===== config.mk =====
export PLATFORM = sky130hd
export DESIGN_NAME = acx_regfile
export DESIGN_NICKNAME = d
export VERILOG_FILES = /design/src/rtl/acx_pkg.sv /design/src/rtl/acx_slot_gate.sv /design/src/rtl/acx_rate_cell.sv /design/src/rtl/acx_rate_scale.sv /design/src/rtl/acx_regfile.sv
export SDC_FILE = /design/constraint.sdc
export NUM_CORES = 1
export LEC_CHECK = 0
export ABC_CLOCK_PERIOD_IN_PS = 2000
export BUFFER_PORTS_ARGS = -buffer_cell sky130_fd_sc_hd__buf_2
export CAP_MARGIN = 20
export CELL_PAD_IN_SITES_DETAIL_PLACEMENT = 2
export CELL_PAD_IN_SITES_GLOBAL_PLACEMENT = 2
export CORE_AREA = 4 4 160 162
export CTS_CLUSTER_SIZE = 24
export DETAILED_ROUTE_END_ITERATION = 16
export DIE_AREA = 0 0 164 166
export MAX_ROUTING_LAYER = met4
export PLACE_DENSITY = 0.71
export SYNTH_ARGS = -nofsm -noshare
export SYNTH_HDL_FRONTEND = slang
export SYNTH_SLANG_ARGS = --single-unit

===== constraint.sdc =====
create_clock -name clk_i -period 2 [get_ports clk_i]
set_input_delay 0.4 -clock clk_i [delete_from_list [all_inputs] [get_ports clk_i]]
set_output_delay 0.4 -clock clk_i [all_outputs]
set_load 0.005 [all_outputs]

===== src/rtl/acx_pkg.sv =====
package acx_pkg;
    localparam int IDX_W      = 7;
    localparam int DATA_W     = 16;
    localparam int CTRL_BITS  = 6;
    localparam int N_RATE     = 5;
    localparam int N_PCM      = 4;
    localparam int N_DAC      = 3;
    localparam logic [DATA_W-1:0] RATE_48K = 16'hBB80;
    localparam int RATE_96K   = 96000;

    typedef struct packed {
        logic [1:0] slot;
        logic       vrm;
        logic       spdif;
        logic       dra;
        logic       vra;
    } ctrl_t;
endpackage


===== src/rtl/acx_slot_gate.sv =====
module acx_slot_gate #(
    parameter bit ALLOW_1011 = 1'b0
) (
    input  logic [1:0] req_i,
    input  logic [1:0] cur_i,
    output logic [1:0] next_o
);
    always_comb begin
        if (req_i == 2'b11 && !ALLOW_1011) begin
            next_o = cur_i;
        end else begin
            next_o = req_i;
        end
    end
endmodule


===== src/rtl/acx_rate_cell.sv =====
module acx_rate_cell #(
    parameter int              W   = 16,
    parameter logic [W-1:0]    DEF = 16'hBB80
) (
    input  logic         clk_i,
    input  logic         rst_ni,
    input  logic         pin_i,
    input  logic         wr_i,
    input  logic [W-1:0] wdata_i,
    output logic [W-1:0] rate_o
);
    logic [W-1:0] rate_d, rate_q;

    always_comb begin
        rate_d = rate_q;
        if (pin_i) begin
            rate_d = DEF;
        end else if (wr_i) begin
            rate_d = wdata_i;
        end
    end

    always_ff @(posedge clk_i or negedge rst_ni) begin
        if (!rst_ni) begin
            rate_q <= DEF;
        end else begin
            rate_q <= rate_d;
        end
    end

    assign rate_o = rate_q;
endmodule


===== src/rtl/acx_rate_scale.sv =====
module acx_rate_scale #(
    parameter int W      = 16,
    parameter int EW     = 17,
    parameter bit IS_DAC = 1'b1,
    parameter int FIXED  = 96000
) (
    input  logic [W-1:0]  rate_i,
    input  logic          vra_i,
    input  logic          dra_i,
    output logic [EW-1:0] eff_o
);
    generate
        if (IS_DAC) begin : g_dac
            always_comb begin
                if (dra_i) begin
                    eff_o = vra_i ? EW'({rate_i, 1'b0}) : EW'(FIXED);
                end else begin
                    eff_o = EW'(rate_i);
                end
            end
        end else begin : g_pass
            logic unused_en;
            assign unused_en = vra_i ^ dra_i;
            assign eff_o = EW'(rate_i);
        end
    endgenerate
endmodule


===== src/rtl/acx_regfile.sv =====
module acx_regfile
    import acx_pkg::*;
#(
    parameter int         CTRL_INDEX   = 'h2A,
    parameter int         RATE_BASE    = 'h2C,
    parameter int         RATE_STEP    = 2,
    parameter logic [1:0] SLOT_DEFAULT = 2'b01,
    parameter bit         SLOT_1011_EN = 1'b0,
    localparam int        STAT_W       = DATA_W - CTRL_BITS,
    localparam int        EFF_W        = DATA_W + 1
) (
    input  logic              clk_i,
    input  logic              rst_ni,
    input  logic [IDX_W-1:0]  idx_i,
    input  logic [DATA_W-1:0] wdata_i,
    input  logic              wr_i,
    input  logic              rd_i,
    input  logic [STAT_W-1:0] stat_i,
    output logic [DATA_W-1:0] rdata_o,
    output logic              vra_o,
    output logic              dra_o,
    output logic              spdif_en_o,
    output logic              vrm_o,
    output logic [1:0]        slot_sel_o,
    output logic [EFF_W-1:0]  front_rate_o,
    output logic [EFF_W-1:0]  surr_rate_o,
    output logic [EFF_W-1:0]  lfe_rate_o,
    output logic [EFF_W-1:0]  adc_rate_o,
    output logic [EFF_W-1:0]  mic_rate_o
);
    typedef struct packed {
        ctrl_t             ctrl;
        logic [DATA_W-1:0] rdata;
    } state_t;

    localparam ctrl_t CTRL_RST = '{slot: SLOT_DEFAULT, vrm: 1'b0, spdif: 1'b0,
                                   dra: 1'b0, vra: 1'b0};

    state_t            st_d, st_q;
    logic [1:0]        slot_next;
    logic              ctrl_wr;
    logic [DATA_W-1:0] rate_q [N_RATE];
    logic [EFF_W-1:0]  eff    [N_RATE];
    logic [N_RATE-1:0] rate_hit;

    assign ctrl_wr = wr_i && (idx_i == IDX_W'(CTRL_INDEX));

    acx_slot_gate #(.ALLOW_1011(SLOT_1011_EN)) slot_gate_i (
        .req_i  (wdata_i[5:4]),
        .cur_i  (st_q.ctrl.slot),
        .next_o (slot_next)
    );

    always_comb begin
        logic [DATA_W-1:0] rd_val;
        st_d = st_q;
        if (ctrl_wr) begin
            st_d.ctrl.vra   = wdata_i[0];
            st_d.ctrl.dra   = wdata_i[1];
            st_d.ctrl.spdif = wdata_i[2];
            st_d.ctrl.vrm   = wdata_i[3];
            st_d.ctrl.slot  = slot_next;
        end
        rd_val = '0;
        if (idx_i == IDX_W'(CTRL_INDEX)) begin
            rd_val = {stat_i, st_q.ctrl};
        end
        for (int k = 0; k < N_RATE; k++) begin
            if (idx_i == IDX_W'(RATE_BASE + RATE_STEP * k)) begin
                rd_val = rate_q[k];
            end
        end
        if (rd_i) begin
            st_d.rdata = rd_val;
        end
    end

    always_ff @(posedge clk_i or negedge rst_ni) begin
        if (!rst_ni) begin
            st_q <= '{ctrl: CTRL_RST, rdata: '0};
        end else begin
            st_q <= st_d;
        end
    end

    generate
        for (genvar k = 0; k < N_RATE; k++) begin : g_rate
            logic pin;
            assign rate_hit[k] = wr_i && (idx_i == IDX_W'(RATE_BASE + RATE_STEP * k));
            if (k < N_PCM) begin : g_pcm
                assign pin = !st_d.ctrl.vra;
            end else begin : g_mic
                assign pin = !st_d.ctrl.vrm;
            end

            acx_rate_cell #(.W(DATA_W), .DEF(RATE_48K)) cell_i (
                .clk_i   (clk_i),
                .rst_ni  (rst_ni),
                .pin_i   (pin),
                .wr_i    (rate_hit[k]),
                .wdata_i (wdata_i),
                .rate_o  (rate_q[k])
            );

            acx_rate_scale #(
                .W(DATA_W), .EW(EFF_W), .IS_DAC(k < N_DAC), .FIXED(RATE_96K)
            ) scale_i (
                .rate_i (rate_q[k]),
                .vra_i  (st_q.ctrl.vra),
                .dra_i  (st_q.ctrl.dra),
                .eff_o  (eff[k])
            );
        end
    endgenerate

    assign rdata_o      = st_q.rdata;
    assign vra_o        = st_q.ctrl.vra;
    assign dra_o        = st_q.ctrl.dra;
    assign spdif_en_o   = st_q.ctrl.spdif;
    assign vrm_o        = st_q.ctrl.vrm;
    assign slot_sel_o   = st_q.ctrl.slot;
    assign front_rate_o = eff[0];
    assign surr_rate_o  = eff[1];
    assign lfe_rate_o   = eff[2];
    assign adc_rate_o   = eff[3];
    assign mic_rate_o   = eff[4];
endmodule


==> results list, run 1 <==
- In this run, the number of DRC markers left after iteration 0 of detailed routing was 424.
- The count of final max-slew check failures is 0.
* Post-Synthesis Mean Instance Area: 8.43 sq um
- The floorplan has 57 rows.
- The detailed router placed 6,318 vias in this run.
- Counting I/O delays and the setup requirement, the final critical path takes 1940 ps.
* Worst supply voltage drop on vdd: 341 uV
- CP max FO: 12
- The critical path is of the reg -> out type.
- At the end of the flow the core is filled with cells to 0.318.
* Total Die Area: 27,200 sq um
- The most common cell in the synthesized netlist is nand2_1.
- Buffers inserted during clock tree synthesis total 9.
* Synth Instances: 704
- In the final design database the tool counted 896 nets.
- Data required time of the critical path: 1600 ps
- Clock tree from TritonCTS: yes
- Measured against its own limit, the worst slew margin works out to 0.562.
- DRC errors left: 0
* Post-detailed-routing wire length: 28,600 microns
* Largest stage delay on the critical path: 420 ps
* Number of hold buffers added after cts: 0
* Filler Cell Count: 2,826
* Arrival time of data at the critical path endpoint: 1540 ps
- Maximum clock frequency: 515 MHz
* Cell chain of the critical path: buf_4 -> and2_4 -> nand2_1 -> o21ai_1 -> buf_2
- Count of clock tree sinks: 102
* Max-Cap Viols: 0
- The clock passes through at most 2 buffers.
* Maximum clock skew at final layout: 7.86 ps
* Worst R2R Path Depth: 4
- Synth area leader: dfrtp_1
* Number of flops mapped to enable cells by yosys: 0
* Total of warnings raised by yosys: 0
* Count of boundary I/O pins: 144
- Post-route worst setup slack: 59.2 ps
* Total count of hold-check failures in the final report: 0
- GRT Residual Overflow: 0
- Post-synth design cell area: 5930 sq um
- Share of async-settable or async-resettable flops after synthesis: 1.00
* Post-placement setup slack: -88.1 ps
- Most common library cells after synthesis: nand2_1, dfrtp_1, nand3_1, a21oi_1, clkbuf_1
- For the worst-skew pair, the clock arrives at the later sink with an insertion delay of 350 ps.
* Horizontal die dimension: 164 microns
- Wire length of the first global-routing pass: 43,000 microns
- Of the available clock period, the critical path in the final layout requires 0.970.
* Crit-path slowest cell: dfrtp_1
- In the final layout, the share of cells above drive strength 1 is 0.329.
- Most common flop cell mapped by yosys: dfrtp_1
* Number of antenna violations at the first check in global routing: 0
- Static leakage power: 3.28 nW
* Final GP Congestion: 0.888
- For this design the ratio of total power to cell area is 581 nW/um^2.
- Overall global routing resource usage: 0.215
- Status: completed
- Effective utilization at floorplan: 0.246
* Port Buffers: 141
* Seq/Total Area, Yosys: 0.438
* Y dimension of the die: 166 microns
* Most area-consuming cells after synthesis: dfrtp_1, dfstp_2, nand2_1
* Worst Hold Margin: 31.3 ps
- In the final routed layout, each cell accounts on average for 24.1 microns.
* Post-route ant nets: 0
- After detailed placement, the total cell area comes to 7330 sq um.
- Relative to the synthesized area, the layout overhead comes to 29.3%.
- Final setup violating endpoints: 0
* Yosys top cell area share: 0.278
- Post-CTS clock slew at the launch and capture registers of the worst setup and hold paths: 70 ps
- CTS placed an instance of clkbuf_16 at the clock tree root.
- Largest net degree at the start of global routing: 46
- Startpoint kind of the worst setup timing path: flip-flop
- Number of H-tree branching levels: 3
* Detailed-router iteration count before antenna repair: 7
- The number of global-route vias before repair was 6,687.
- DPL Wire Length: 21,900 microns
- 0 antenna diodes ended up in the layout.
- Critical Path Sink Type: primary output
- Worst-margin pin slew: 649 ps
- Worst min-delay path class: in -> async
- The region available for standard cell placement spans 24,100 sq um.
- Final instance area: 7670 sq um
- Synth unique cells: 63
- In the routed layout, each cell is associated on average with a via count of 5.32.
* Synth Register Bits: 102
-- final cells by class --
type	count	area (sq um)	share of cell area
multi-input cells	502	2910	0.380
well taps	324	405	0.0529
inverters	38	143	0.0186
clock buffers	14	264	0.0344
clock inverters	2	15.0	0.00196
repair buffers	206	1330	0.174
flip-flops and latches	102	2600	0.339
-- cells in the final DEF (no fill, tap or decap), types with 8 or more instances in the layout --
cell type  netlist  final
a21oi_1         50     50
a221oi_1        10     10
buf_12           0     10
buf_2           15    140
buf_4            4     54
clkbuf_16        0      9
dfrtp_1         66     65
dfstp_2         36     36
inv_1           35     35
mux2_2           8      8
nand2_1        155    155
nand3_1         52     52
nor2_1          17     17
nor2b_1         16     16
nor3_1           9      9
o211ai_1        19     19
o21ai_0         17     16
o221ai_1        12     12
o22a_1          14     14
o22ai_1         17     16
-- path summary, 6_finish.rpt --
kind,from,to,slack [ps]
min,rst_ni,g_rate[3].cell_i.rate_o[2],30
max reg2reg,g_rate[0].cell_i.rate_o[3],rdata_o[3],380
min in group clk_i,wdata_i[0],g_rate[4].cell_i.rate_o[0],320
max,vra_o,lfe_rate_o[15],60
max in group asynchronous,rst_ni,g_rate[1].cell_i.rate_o[8],1310
min reg2reg,g_rate[3].cell_i.rate_o[7],g_rate[3].cell_i.rate_o[7],510
-- sequential cells by signal, summed over array words and instances, names as in the netlist --
register and flops:
g_rate.cell_i.rate_o 80, vrm_o 1, rdata_o 16, spdif_en_o 1
slot_sel_o 2, dra_o 1, vra_o 1
-- cells by family after synthesis --
| logic type | count (synthesis) | share of synthesized area |
|---|---|---|
| flops | 102 | 0.438 |
| other cells | 1 | 0.000632 |
| compound gates | 191 | 0.221 |
| buf+inv | 101 | 0.0734 |
| simple gates | 296 | 0.241 |
| mux | 13 | 0.0257 |
-- metal layers --
metal / track usage / up-vias / part of all wire
li1: - / 2819 / -
met4: 0.0635 / 0 / 0.021
met1: 0.298 / 3260 / 0.46
met2: 0.333 / 205 / 0.47
met5: - / - / 0
met3: 0.0206 / 34 / 0.050
-- through the flow --
stage,TNS (ps),power [W],instances
after global placement,-4.68,0.00271,1168
after global routing,-9.68,0.00463,1188
final,0,0.00446,1188
after floorplan,0,0.00238,705
after CTS,-6.69,0.00447,1184
after detailed placement,-461,0.00272,1168
-- critical path: cells and delay by family, from the launching register on --
kind	cells	cell delay (ps)
compound gates	1	140
flops	1	420
simple gates	2	320
buf+inv	2	300
-- timing repair --
action                                  CTS  global route
gates cloned                              0             0
gates resized for setup                   4             6
buffers inserted                          0             4
endpoints found under the setup margin   27            25
-- power breakdown --
group          switching (W)  internal [W]
Sequential         0.0000225       0.00208
Combinational       0.000383      0.000209
Clock               0.000837      0.000921
No activity file was read; power rests on OpenSTA's default activity.
==> run 2, diff against run 1 <==
--- a/config.mk
+++ b/config.mk
@@ -5,7 +5,7 @@
 export SDC_FILE = /design/constraint.sdc
 export NUM_CORES = 1
 export LEC_CHECK = 0
-export ABC_CLOCK_PERIOD_IN_PS = 2000
+export ABC_CLOCK_PERIOD_IN_PS = 2400
 export BUFFER_PORTS_ARGS = -buffer_cell sky130_fd_sc_hd__buf_2
 export CAP_MARGIN = 20
 export CELL_PAD_IN_SITES_DETAIL_PLACEMENT = 2
==> constraint.sdc (replaced) <==
create_clock -name clk_i -period 2.4 [get_ports clk_i]
set_input_delay 0.48 -clock clk_i [delete_from_list [all_inputs] [get_ports clk_i]]
set_output_delay 0.48 -clock clk_i [all_outputs]
set_load 0.005 [all_outputs]
==> run 2 against run 1 <==
  * First-iteration DRC count is 2.6% lower
  * Via count is 1.7% lower
  * Total power is 18% lower
  * Register-to-register slack better by 320 ps
  * Worst hold slack better by 120 ps
  * Final cell count is 1.6% lower
  * Sequential power is 17% lower
  * Clock power is 19% lower
  * Largest cell class unchanged
  * Critical path depth is 1 lower
==> results list, run 2 (same netlist as run 1, synthesis figures left out) <==
- The run finished with clean final reports.
- The initial utilization of the core area, before any placement, comes to 0.246.
* GRT Residual Overflow: 0
- Floorplan row count: 57
- Crit-path slowest cell: dfrtp_4
* Core Area: 24,100 sq um
* Post-placement setup slack: 162 ps
- The library cell used most frequently in the layout, excluding fill and tap cells, is nand2_1.
- Ratio of cells with drive above 1 in the final layout: 0.315
- Count of clock tree sinks: 102
- Largest register FFs: 80
- Setup repair after global routing left no endpoint under its margin.
- The tree is rooted in a clkbuf_16.
- Worst supply voltage drop on vdd: 289 uV
* Count of pins over their slew limit: 0
- Final GP Congestion: 0.880
- Top library cells by usage in the layout, fill and taps aside: nand2_1, buf_2, dfrtp_1
- Setup total negative slack on the finished layout was measured at 0 ps.
- Via count: 6,208
- The die is 164 microns wide.
- Sum of buffers and inverters on the critical path: 2
- The first routing iteration left 413 violations.
- Number of antenna violations at the first check in global routing: 0
* Power per cell area: 491 nW/um^2
- CP max FO: 24
* Largest stage delay on the critical path: 580 ps
- On the final layout, the worst clock skew is 7.23 ps.
- Largest net degree at the start of global routing: 46
- Gate family responsible for the most delay along the worst path: flip-flops
- Number of buffers inserted during clock tree synthesis: 9
- For this run, the total global-route usage over all layers was measured as 0.214.
- Arrival time of data at the critical path endpoint: 1790 ps
* Number of hold buffers added after cts: 0
- Setup slack on the critical path of the routed design comes to 134 ps.
- After detailed routing, the number of remaining DRC violations is 0.
* Worst min-delay path class: in -> async
- Across all hold checks on the routed design, the worst slack comes to 148 ps.
- Port Buffers: 141
- Rel. slew slack: 0.552
- Total count of hold-check failures in the final report: 0
* Y dimension of the die: 166 microns
* Post-detailed-routing wire length: 28,200 microns
* Share of the clock period used by the worst path: 0.944
* Post-detailed-route wirelength per cell: 24.1 microns
* Crit Path Class: reg -> out
- The number of global-route vias before repair came to 6,697.
- Number of H-tree branching levels: 3
- TritonCTS built the clock tree.
- Largest buffer count on any clock path: 2
- Wire length of the first global-routing pass: 42,900 microns
* Data required time of the critical path: 1920 ps
* Layout-stage area growth over the synthesis result: 24.8%
* Count of boundary I/O pins: 144
* Final #Nets: 877
- The later pin in the worst-skew pair is clocked with a latency of 370 ps.
- At the pin with the least slew margin, the transition time is 663 ps.
- The floorplan step defined a die boundary enclosing 27,200 sq um.
- Critical Path Sink Type: primary output
- Post-route ant nets: 0
* Detailed-router iteration count before antenna repair: 5
- Antenna cells: 0
- Vias per Instance: 5.31
* Static leakage power: 3.14 nW
- Maximum clock frequency: 441 MHz
- STA classifies the critical path startpoint as a flip-flop.
- Max-Cap Viols: 0
* Min Tclk post-route: 2270 ps
* Post-CTS clock slew at the launch and capture registers of the worst setup and hold paths: 70 ps
- Traced cell by cell, the critical path runs through nand2_1 -> buf_6 -> o22a_1 -> buf_2.
- DPL Wire Length: 21,500 microns
- Setup violations remaining at the end of the flow were counted as 0.
run 2: worst register-to-register path, stage by stage, from the launching register on:
cell and delay (ps):
dfrtp_1 400, mux2i_1 220, nor3_1 90, o311ai_0 630
o2111ai_1 210
run 2: final cells by class:
cell class                 count  area, sq um
fill                        2843        16700
multi-input combinational    502         2900
sequential                   102         2600
timing repair buffer         187         1080
tap                          324          405
clock buffer                  12          246
inverter                      38          143
clock inverter                 4         22.5
run 2: stage by stage:
step	instance area [sq um]	cells	total power, W	utilization
final	7410	1169	0.00363	0.307
after global routing	7410	1169	0.00379	0.307
after CTS	7400	1169	0.00366	0.307
after detailed placement	7130	1153	0.00224	0.296
after global placement	7130	1153	0.00223	0.296
after floorplan	5940	705	0.00198	-
run 2: metal layers:
layer | part of all wire | routed length, microns | global-route usage | up-vias
met5 | 0 | 0 | - | -
met1 | 0.46 | 13000 | 0.295 | 3196
met4 | 0.023 | 656 | 0.0671 | 0
li1 | - | - | - | 2782
met3 | 0.047 | 1310 | 0.0283 | 39
met2 | 0.47 | 13200 | 0.328 | 191
run 2: worst paths after layout:
kind | from | endpoint | slack (ps) | depth (start not counted)
max reg2reg | g_rate[1].cell_i.rate_o[3] | rdata_o[3] | 700 | 4
max | dra_o | lfe_rate_o[10] | 130 | 4
max in group asynchronous | rst_ni | g_rate[1].cell_i.rate_o[11] | 1560 | 2
min reg2reg | g_rate[3].cell_i.rate_o[7] | g_rate[3].cell_i.rate_o[7] | 510 | 2
min | rst_ni | g_rate[3].cell_i.rate_o[3] | 150 | 1
min in group clk_i | wdata_i[0] | g_rate[4].cell_i.rate_o[0] | 380 | 3
run 2: report_power, final:
part           switching [W]  internal [W]  leakage (nW)
clock network       0.000695      0.000729         0.132
registers          0.0000233       0.00174          1.29
logic               0.000306      0.000142          1.71
total                0.00102       0.00261          3.14
run 2: what timing repair did:
item / in CTS / in global routing
resized for setup: 1 / 3
setup endpoints to repair: 1 / 8
pin swaps: 0 / 0
cloned: 0 / 0
buffers inserted: 0 / 0
